`src/rtl/refcmp_pkg.sv`:
```
package refcmp_pkg;
  // byte offsets of the register port
  localparam int OFF_CTL = 'h00;
  localparam int OFF_REF = 'h04;
  localparam int OFF_CAP = 'h08;
  localparam int OFF_CNT = 'h0C;
  localparam int OFF_EVT = 'h11;

  // control word bit positions
  localparam int CB_EN      = 0;
  localparam int CB_SRC_LO  = 1;
  localparam int CB_RESTART = 3;
  localparam int CB_IE      = 4;
  localparam int CB_PSC_LO  = 8;

  // event bit positions
  localparam int EB_CAP = 0;
  localparam int EB_REF = 1;
  localparam int EVT_W  = 2;

  typedef enum logic [1:0] {
    SRC_STOP0 = 2'd0,
    SRC_SYS   = 2'd1,
    SRC_SLOW  = 2'd2,
    SRC_STOP3 = 2'd3
  } src_e;
endpackage

```
`src/rtl/refcmp_prescaler.sv`:
```
module refcmp_prescaler #(
  parameter int PSC_W   = 8,
  parameter int EXT_LOG = 4
) (
  input  logic             clk,
  input  logic             rst,
  input  logic             restart,
  input  logic             run,
  input  logic             slow,
  input  logic [PSC_W-1:0] psc_val,
  output logic             tick
);
  localparam int DIV_W = PSC_W + EXT_LOG;

  logic [DIV_W-1:0] phase;
  logic [DIV_W-1:0] div_m1;

  // (p+1)*2^EXT_LOG - 1 == {p, all ones}
  assign div_m1 = slow ? {psc_val, {EXT_LOG{1'b1}}}
                       : {{EXT_LOG{1'b0}}, psc_val};
  assign tick   = run && (phase == div_m1);

  always_ff @(posedge clk) begin
    if (rst || restart || !run) phase <= '0;
    else if (tick)              phase <= '0;
    else                        phase <= phase + DIV_W'(1);
  end
endmodule

```
`src/rtl/refcmp_counter.sv`:
```
module refcmp_counter #(
  parameter int CNT_W = 16
) (
  input  logic             clk,
  input  logic             rst,
  input  logic             tick,
  input  logic             load,
  input  logic [CNT_W-1:0] load_val,
  input  logic [CNT_W-1:0] ref_val,
  output logic [CNT_W-1:0] cnt,
  output logic             hit
);
  logic [CNT_W-1:0] nxt;

  assign nxt = (cnt == ref_val) ? '0 : cnt + CNT_W'(1);
  assign hit = tick && !load && (nxt == ref_val);

  always_ff @(posedge clk) begin
    if (rst)       cnt <= '0;
    else if (load) cnt <= load_val;
    else if (tick) cnt <= nxt;
  end
endmodule

```
`src/rtl/refcmp_timer.sv`:
```
module refcmp_timer
  import refcmp_pkg::*;
#(
  parameter int DATA_W  = 16,
  parameter int EXT_LOG = 4,
  parameter int ADDR_W  = 5
) (
  input  logic              clk,
  input  logic              rst,
  input  logic              wr_en,
  input  logic              rd_en,
  input  logic [ADDR_W-1:0] addr,
  input  logic [DATA_W-1:0] wdata,
  output logic [DATA_W-1:0] rdata,
  output logic              irq
);
  localparam int PSC_W = DATA_W - CB_PSC_LO;

  logic [DATA_W-1:0] ctl_q, ctl_d;
  logic [DATA_W-1:0] ref_q, ref_d;
  logic [DATA_W-1:0] cap_q;
  logic [EVT_W-1:0]  evt_q, evt_d;
  logic [DATA_W-1:0] cnt;
  logic              tick, hit;

  logic wr_ctl, wr_ref, wr_cap, wr_cnt, wr_evt, en_fall;
  logic run, slow;
  src_e src;

  assign wr_ctl = wr_en && (addr == ADDR_W'(OFF_CTL));
  assign wr_ref = wr_en && (addr == ADDR_W'(OFF_REF));
  assign wr_cap = wr_en && (addr == ADDR_W'(OFF_CAP));
  assign wr_cnt = wr_en && (addr == ADDR_W'(OFF_CNT));
  assign wr_evt = wr_en && (addr == ADDR_W'(OFF_EVT));

  assign en_fall = wr_ctl && ctl_q[CB_EN] && !wdata[CB_EN];

  assign src  = src_e'(ctl_q[CB_SRC_LO +: 2]);
  assign slow = (src == SRC_SLOW);
  assign run  = ctl_q[CB_EN] && ctl_q[CB_RESTART] &&
                ((src == SRC_SYS) || (src == SRC_SLOW));

  refcmp_prescaler #(.PSC_W(PSC_W), .EXT_LOG(EXT_LOG)) u_psc (
    .clk     (clk),
    .rst     (rst),
    .restart (wr_ctl || wr_ref),
    .run     (run),
    .slow    (slow),
    .psc_val (ctl_q[CB_PSC_LO +: PSC_W]),
    .tick    (tick)
  );

  refcmp_counter #(.CNT_W(DATA_W)) u_cnt (
    .clk      (clk),
    .rst      (rst),
    .tick     (tick),
    .load     (wr_cnt),
    .load_val (wdata),
    .ref_val  (ref_q),
    .cnt      (cnt),
    .hit      (hit)
  );

  always_comb begin
    ctl_d = ctl_q;
    ref_d = ref_q;
    if (en_fall) begin
      ctl_d = '0;
      ref_d = '0;
    end else begin
      if (wr_ctl) ctl_d = wdata;
      if (wr_ref) ref_d = wdata;
    end
    evt_d = evt_q & ~(wr_evt ? wdata[EVT_W-1:0] : {EVT_W{1'b0}});
    if (hit) evt_d[EB_REF] = 1'b1;
  end

  always_ff @(posedge clk) begin
    if (rst) begin
      ctl_q <= '0;
      ref_q <= '0;
      cap_q <= '0;
      evt_q <= '0;
      irq   <= 1'b0;
    end else begin
      ctl_q <= ctl_d;
      ref_q <= ref_d;
      evt_q <= evt_d;
      if (wr_cap) cap_q <= wdata;
      irq   <= ctl_d[CB_IE] && evt_d[EB_REF];
    end
  end

  always_ff @(posedge clk) begin
    if (rst) begin
      rdata <= '0;
    end else if (rd_en) begin
      if      (addr == ADDR_W'(OFF_CTL)) rdata <= ctl_q;
      else if (addr == ADDR_W'(OFF_REF)) rdata <= ref_q;
      else if (addr == ADDR_W'(OFF_CAP)) rdata <= cap_q;
      else if (addr == ADDR_W'(OFF_CNT)) rdata <= cnt;
      else if (addr == ADDR_W'(OFF_EVT)) rdata <= {{(DATA_W-EVT_W){1'b0}}, evt_q};
      else                               rdata <= '0;
    end
  end
endmodule

```
`config.mk`:
```
export PLATFORM = sky130hd
export DESIGN_NAME = refcmp_timer
export DESIGN_NICKNAME = d
export VERILOG_FILES = /design/src/rtl/refcmp_pkg.sv /design/src/rtl/refcmp_prescaler.sv /design/src/rtl/refcmp_counter.sv /design/src/rtl/refcmp_timer.sv
export SDC_FILE = /design/constraint.sdc
export NUM_CORES = 1
export LEC_CHECK = 0
export CELL_PAD_IN_SITES_DETAIL_PLACEMENT = 2
export CELL_PAD_IN_SITES_GLOBAL_PLACEMENT = 2
export CORE_MARGIN = 2
export CORE_UTILIZATION = 30
export CTS_CLUSTER_DIAMETER = 30
export CTS_CLUSTER_SIZE = 24
export DETAILED_ROUTE_END_ITERATION = 16
export PLACE_DENSITY_LB_ADDON = 0.2
export SYNTH_ARGS = -nofsm -noshare
export SYNTH_HDL_FRONTEND = slang
export SYNTH_SLANG_ARGS = --single-unit
```
`constraint.sdc`:
```
create_clock -name clk -period 2.85 [get_ports clk]
set_input_delay 0.4275 -clock clk [delete_from_list [all_inputs] [get_ports clk]]
set_output_delay 0.4275 -clock clk [all_outputs]
set_load 0.05 [all_outputs]
```
==> results.yml, run 1 <==
setup_path:
  crit_required_ns: 3.12
  worst-setup-path-type: "reg2reg"
  critPathLaunchType: "flip-flop"
  critical_path.slowest_cell: "or4_1"
  r2r-end: "u_cnt.cnt[6]"
  cp.buffers_inverters: 3
  reg2reg_from: "ctl_q[1]"
  critPathMaxFanout: 9
  reg2reg_depth: 10
  slowest_delay_ns: 0.49
  worstPathArrival_ns: 3.04
  path_delay_family: "simple AND/OR/NAND/NOR gates"
  ff2ff_setup_slack_ns: 0.08
  critical_path.endpoint_type: "flip-flop"
  crit_path_cell_trace: "inv_1 -> ha_4 -> buf_2 -> or4_4 -> o21ai_2 -> nand3_1 -> or3_4 -> buf_12 -> or4_1 -> a311oi_2"
run:
  cap_violations: 0
clocking:
  insertion_delay_ns: 0.36
  path_clk_slew_ns: 0.08
  cts_max_path_buffers: 2
  cts_tree: "done"
  clock-sinks: 95
  htree_levels: 3
  cts_made_buffers: 9
  clockRootBuffer: "clkbuf_16"
logic_synthesis:
  ys_async_sr_fraction_pct: 0
  synth_nets: 736
  yosysUniqueCellTypes: 70
  synth-edff-count: 0
  syn_inst: 708
  synth.cell_area_sq_um: 5560
  ys.flop_type: "dfxtp_1"
  syn_avg_cell_area_sq_um: 7.86
  ys_seq_area_share_pct: 34.2
  yosys_warnings: 0
  synth-seq-cells: 95
hold_path:
  hold_depth: 2
  worstHoldStart: "evt_q[0]"
  hold_end: "evt_q[0]"
  hold_class: "reg2reg"
detailed_routing:
  wirelength_um: 22800
  routedWlPerCell_um: 22.8
  dr.first_iter.drc_count: 289
  detail_route.vias_per_cell: 5.61
  drt_pre_antenna_iters: 6
  drt.antenna.violating_nets: 0
  vias: 5613
  post-route-drc-count: 0
grt:
  gr-total-overflow: 0
  grtUsageMet1_pct: 30.3
  grt_max_degree: 33
  grtUsageTotal_pct: 23.4
  grt_pass1_vias: 6203
  met3_usage_pct: 3.86
  antenna_found_initial: 0
  top_usage_layer: "met2"
  use_met2_pct: 40.7
  grt_pass1_wl_um: 35900
status:
  status: "completed"
placed_design:
  io_buffers: 41
  hpwl_um: 16800
  place_congestion: 0.874
  post_dp_cell_area_sq_um: 6480
floorplan:
  rows: 49
  core-area_sq_um: 18100
  dieWidth_um: 140
  die-area_sq_um: 19600
  die_y_um: 140
  io_pins: 42
  start_util_pct: 30.8
pwr:
  ir_drop_mv: 0.303
  total_power_w: 0.00308
  powerDensity_nw_per_um2: 442
  power.leakage_nw: 2.64
sta:
  finalHoldViolations: 0
  tightestPinTransition_ns: 0.743
  period_share_pct: 97.2
  drv_slew: 0
  fmax_mhz: 361
  slew_headroom_pct: 50.5
  min_period_ns: 2.77
  rsz0062_at_grt: "false"
  finalClockSkew_ns: 0.0124
  finalSetupViolCount: 0
cells_and_area:
  final_cell_mix: "94 x dfxtp_1, 87 x nand2_1, 79 x nor2_1"
  fillers: 2096
  mostFrequentLayoutCell: "dfxtp_1"
  drive_above_1_share_pct: 14.4
  area_growth_pct: 25.2
  antenna_cells: 0
  design_area_sq_um: 6960
  fin_nets: 794
-- cells by family after synthesis --
kind of cell / count (synthesis) / share of synthesized area [%]
AO/OA/AOI/OAI: 179 / 21.4
XOR/XNOR: 46 / 7.76
buffers and inverters: 78 / 5.78
adder cells (fa/ha/maj): 3 / 0.675
flip-flops: 95 / 34.2
multiplexers: 36 / 6.55
AND/OR/NAND/NOR: 271 / 23.6
-- synthesized netlist by cell type, drive strengths merged (4+ instances only) --
| cell | count | area [sq um] |
|---|---|---|
| or4 | 6 | 48.8 |
| a21oi | 66 | 330 |
| nor2b | 5 | 38.8 |
| mux2i | 33 | 330 |
| nand3 | 20 | 100 |
| a22oi | 16 | 120 |
| inv | 16 | 60.1 |
| xor2 | 26 | 228 |
| xnor2 | 18 | 158 |
| a31oi | 6 | 37.5 |
| a221oi | 14 | 123 |
| a211oi | 7 | 52.6 |
| nand2b | 8 | 50.1 |
| o21bai | 5 | 37.5 |
| dfxtp | 95 | 1900 |
| o22ai | 4 | 25.0 |
| clkbuf | 48 | 180 |
| nor4 | 14 | 100 |
| and2 | 4 | 25.0 |
| nand4 | 12 | 75.1 |
| or3 | 4 | 25.0 |
| nor3 | 7 | 35.0 |
| buf | 14 | 81.3 |
| and3 | 7 | 43.8 |
| a311oi | 8 | 70.1 |
| nor2 | 80 | 303 |
| nand2 | 87 | 327 |
| o21ai | 22 | 114 |
-- area by class of cell --
cell class,count,area (sq um),area share [%]
Clock inverter,6,75.1,1.08
Timing Repair Buffer,109,972,14.0
Multi-Input combinational cell,535,3430,49.2
Tap cell,229,287,4.12
Sequential cell,95,1900,27.3
Clock buffer,10,239,3.43
Inverter,16,60.1,0.863
-- metal layers --
| metal | part of all wire, % | routed length [um] |
|---|---|---|
| met1 | 44 | 10200 |
| met2 | 50 | 11400 |
| met3 | 3.3 | 758 |
| met4 | 2.2 | 497 |
| met5 | 0 | 0 |
-- worst min-delay path: stages (launching register included) --
cell	delay, ns
dfxtp_1	0.33
inv_1	0.05
a311oi_1	0.04
-- sequential cells by signal (all words and copies together), names as in the netlist --
signal / cells
cap_q: 16
ctl_q: 16
evt_q: 2
irq: 1
rdata: 16
ref_q: 16
u_cnt.cnt: 16
u_psc.phase: 12
-- power breakdown --
part           internal (W)  switching (W)
Clock              0.000721       0.000611
Sequential          0.00134      0.0000151
Combinational      0.000146       0.000244
-- what timing repair did --
item | CTS | global route
gates resized for setup | 4 | 16
gates cloned | 0 | 1
buffers inserted | 0 | 6
pin swaps | 1 | 5
endpoints found under the setup margin | 21 | 19
hold buffers | 0 | 0
-- worst max-delay path by stage --
stage	cells past startpoint	end	from	slack, ns
6_report	10	u_cnt.cnt[6]	ctl_q[1]	0.08
5_1_grt	10	u_cnt.cnt[13]	ctl_q[1]	0.0009
4_1_cts	12	u_cnt.cnt[1]	ctl_q[1]	0.005
3_5_place_dp	12	u_cnt.cnt[1]	ctl_q[1]	-0.22
3_3_place_gp	10	evt_q[1]	ctl_q[1]	-0.01
2_1_floorplan	11	u_cnt.cnt[13]	ctl_q[1]	0.25
-- through the flow --
step / std cells / hold WS (ns) / worst slack, ns / TNS [ns] / utilization, %
6_report: 1000 / 0.455 / 0.0786 / 0 / 38.5
5_1_grt: 1000 / 0.489 / 0.000876 / 0 / 38.5
4_1_cts: 993 / 0.454 / 0.00451 / 0 / 37.7
3_5_place_dp: 977 / 0.440 / -0.225 / -1.57 / 35.8
3_3_place_gp: 977 / 0.420 / -0.0122 / -0.0122 / 35.8
2_1_floorplan: 708 / 0.409 / 0.247 / 0 / -
No activity file was read; power rests on OpenSTA's default activity.
==> run 2, diff against run 1 <==
--- a/config.mk
+++ b/config.mk
@@ -12,6 +12,7 @@
 export CTS_CLUSTER_DIAMETER = 30
 export CTS_CLUSTER_SIZE = 24
 export DETAILED_ROUTE_END_ITERATION = 16
+export GPL_ROUTABILITY_DRIVEN = 1
 export PLACE_DENSITY_LB_ADDON = 0.2
 export SYNTH_ARGS = -nofsm -noshare
 export SYNTH_HDL_FRONTEND = slang
==> results of run 2 <==
Same layout as run 1: the final DEF is identical, and so are final timing and power.
==> run 3, diff against run 2 <==
--- a/config.mk
+++ b/config.mk
@@ -14,6 +14,7 @@
 export DETAILED_ROUTE_END_ITERATION = 16
 export GPL_ROUTABILITY_DRIVEN = 1
 export PLACE_DENSITY_LB_ADDON = 0.2
+export SETUP_SLACK_MARGIN = 0.2
 export SYNTH_ARGS = -nofsm -noshare
 export SYNTH_HDL_FRONTEND = slang
 export SYNTH_SLANG_ARGS = --single-unit
==> run 3 against run 2 <==
Non-clock buffer count rose by 4. Clock skew barely moved. Cell count rose by 0.40%.
==> results.yml, run 3 (same netlist as run 1, synthesis figures left out) <==
setup_path:
  reg2reg_depth: 10
  crit_required_ns: 3.12
  slowest_delay_ns: 0.49
  reg2reg_from: "ctl_q[1]"
  critPathMaxFanout: 7
  r2r-end: "u_cnt.cnt[13]"
  worst-setup-path-type: "reg2reg"
  path_delay_family: "simple AND/OR/NAND/NOR gates"
  critical_path.endpoint_type: "flip-flop"
  critical_path.slowest_cell: "or4b_1"
  ff2ff_setup_slack_ns: 0.12
  cp.buffers_inverters: 3
  critPathLaunchType: "flip-flop"
  crit_path_cell_trace: "inv_2 -> ha_4 -> buf_6 -> or4_4 -> o21ai_2 -> nand3_1 -> or3_4 -> buf_12 -> or4b_1 -> a311oi_1"
  worstPathArrival_ns: 2.99
floorplan:
  die_y_um: 140
  start_util_pct: 30.8
  dieWidth_um: 140
  core-area_sq_um: 18100
  io_pins: 42
  rows: 49
  die-area_sq_um: 19600
detailed_routing:
  drt.antenna.violating_nets: 0
  post-route-drc-count: 0
  drt_pre_antenna_iters: 6
  vias: 5674
  detail_route.vias_per_cell: 5.65
  dr.first_iter.drc_count: 317
  wirelength_um: 23100
  routedWlPerCell_um: 23.0
cells_and_area:
  final_cell_mix: "93 x dfxtp_1, 86 x nand2_1, 79 x nor2_1"
  design_area_sq_um: 7070
  drive_above_1_share_pct: 16.4
  antenna_cells: 0
  area_growth_pct: 27.2
  mostFrequentLayoutCell: "dfxtp_1"
  fin_cells: 1004
  fin_nets: 798
pwr:
  p_clk_share_pct: 43.0
  combPwrFrac_pct: 12.8
  total_power_w: 0.00308
  power.leakage_nw: 2.68
  seqPwrFrac_pct: 44.1
  switching_share_pct: 28.2
  switchingPower_w: 0.000868
  powerDensity_nw_per_um2: 435
  ir_drop_mv: 0.304
  cell_internal_pwr_w: 0.00221
clocking:
  cts_max_path_buffers: 2
  cts_tree: "done"
  insertion_delay_ns: 0.35
  htree_levels: 3
  postCtsHoldBufs: 0
  clock-sinks: 95
  clockRootBuffer: "clkbuf_16"
  cts_made_buffers: 9
  path_clk_slew_ns: 0.08
grt:
  antenna_found_initial: 0
  grt_pass1_vias: 6251
  grtUsageTotal_pct: 23.8
  gr-total-overflow: 0
  grt_max_degree: 33
  grt_pass1_wl_um: 36400
sta:
  period_share_pct: 95.6
  fmax_mhz: 367
  slew_headroom_pct: 50.8
  finalClockSkew_ns: 0.0124
  finalHoldViolations: 0
  drv_slew: 0
  whs_ns: 0.455
  finalSetupViolCount: 0
  timing.final.ws_setup_ns: 0.125
  rsz0062_at_grt: "true"
  tightestPinTransition_ns: 0.738
  min_period_ns: 2.73
placed_design:
  post_dp_cell_area_sq_um: 6480
  place_ws_ns: -0.225
  io_buffers: 41
  dp_cells: 977
  hpwl_um: 16800
  place_congestion: 0.874
run:
  cap_violations: 0
hold_path:
  hold_depth: 2
  hold_end: "evt_q[0]"
  worstHoldStart: "evt_q[0]"
  hold_class: "reg2reg"
status:
  status: "completed"
[run 3: changes by cell type in the layout (fill, tap and decap cells not counted), moves of 2 or more]
cell and change:
or4_4 +2, buf_4 +3, nor4_1 -2, o21ai_1 +3, nor4_2 +2, o21ai_0 -3, or4_1 -2, a311oi_1 -2
a311oi_2 +2
[run 3: layout make-up]
cell class	instances	area, sq um
Sequential cell	95	1900
Clock inverter	6	75.1
Timing Repair Buffer	113	1020
Clock buffer	10	239
Tap cell	229	287
Inverter	16	60.1
Fill cell	2100	11000
Multi-Input combinational cell	535	3480
[run 3: layer usage]
| metal | vias up | GRT usage [%] | share of wire [%] |
|---|---|---|---|
| met5 | - | 0 | 0 |
| met4 | 0 | 6.11 | 1.9 |
| met3 | 24 | 3.62 | 2.6 |
| met2 | 89 | 41.4 | 50 |
| met1 | 2904 | 30.8 | 46 |
| li1 | 2657 | - | - |
[run 3: power by group through the flow]
| stage | Clock, W | Sequential [W] | Combinational (W) |
|---|---|---|---|
| 2_1_floorplan | 0 | 0.00142 | 0.000178 |
| 3_3_place_gp | 0 | 0.00139 | 0.000375 |
| 3_5_place_dp | 0 | 0.00139 | 0.000387 |
| 4_1_cts | 0.00135 | 0.00136 | 0.000392 |
| 5_1_grt | 0.00142 | 0.00136 | 0.000423 |
| 6_report | 0.00133 | 0.00136 | 0.000395 |
[run 3: per-stage QoR]
step	utilization (%)	TNS (ns)
6_report	39.1	0
3_5_place_dp	35.8	-1.57
3_3_place_gp	35.8	-0.0122
4_1_cts	38.4	0
2_1_floorplan	-	0
5_1_grt	39.1	-0.00332
[run 3: tightest hold or removal path, cell delays in order (launching register included)]
cell and delay (ns):
dfxtp_1 0.33, inv_1 0.05, a311oi_1 0.04
[run 3: worst max-delay path by stage]
stage              from             to  slack [ns]  cells past startpoint
6_report       ctl_q[1]  u_cnt.cnt[13]        0.12                     10
5_1_grt        ctl_q[1]  u_cnt.cnt[13]      -0.003                     10
4_1_cts        ctl_q[1]  u_cnt.cnt[13]        0.14                     10
3_5_place_dp   ctl_q[1]   u_cnt.cnt[1]       -0.22                     12
3_3_place_gp   ctl_q[1]       evt_q[1]       -0.01                     10
2_1_floorplan  ctl_q[1]  u_cnt.cnt[13]        0.25                     11
[run 3: what timing repair did]
item                                    CTS  global route
endpoints found under the setup margin   27            14
cloned                                    1             0
pin swaps                                 8            12
buffers inserted                          5             5
resized for setup                        23            16
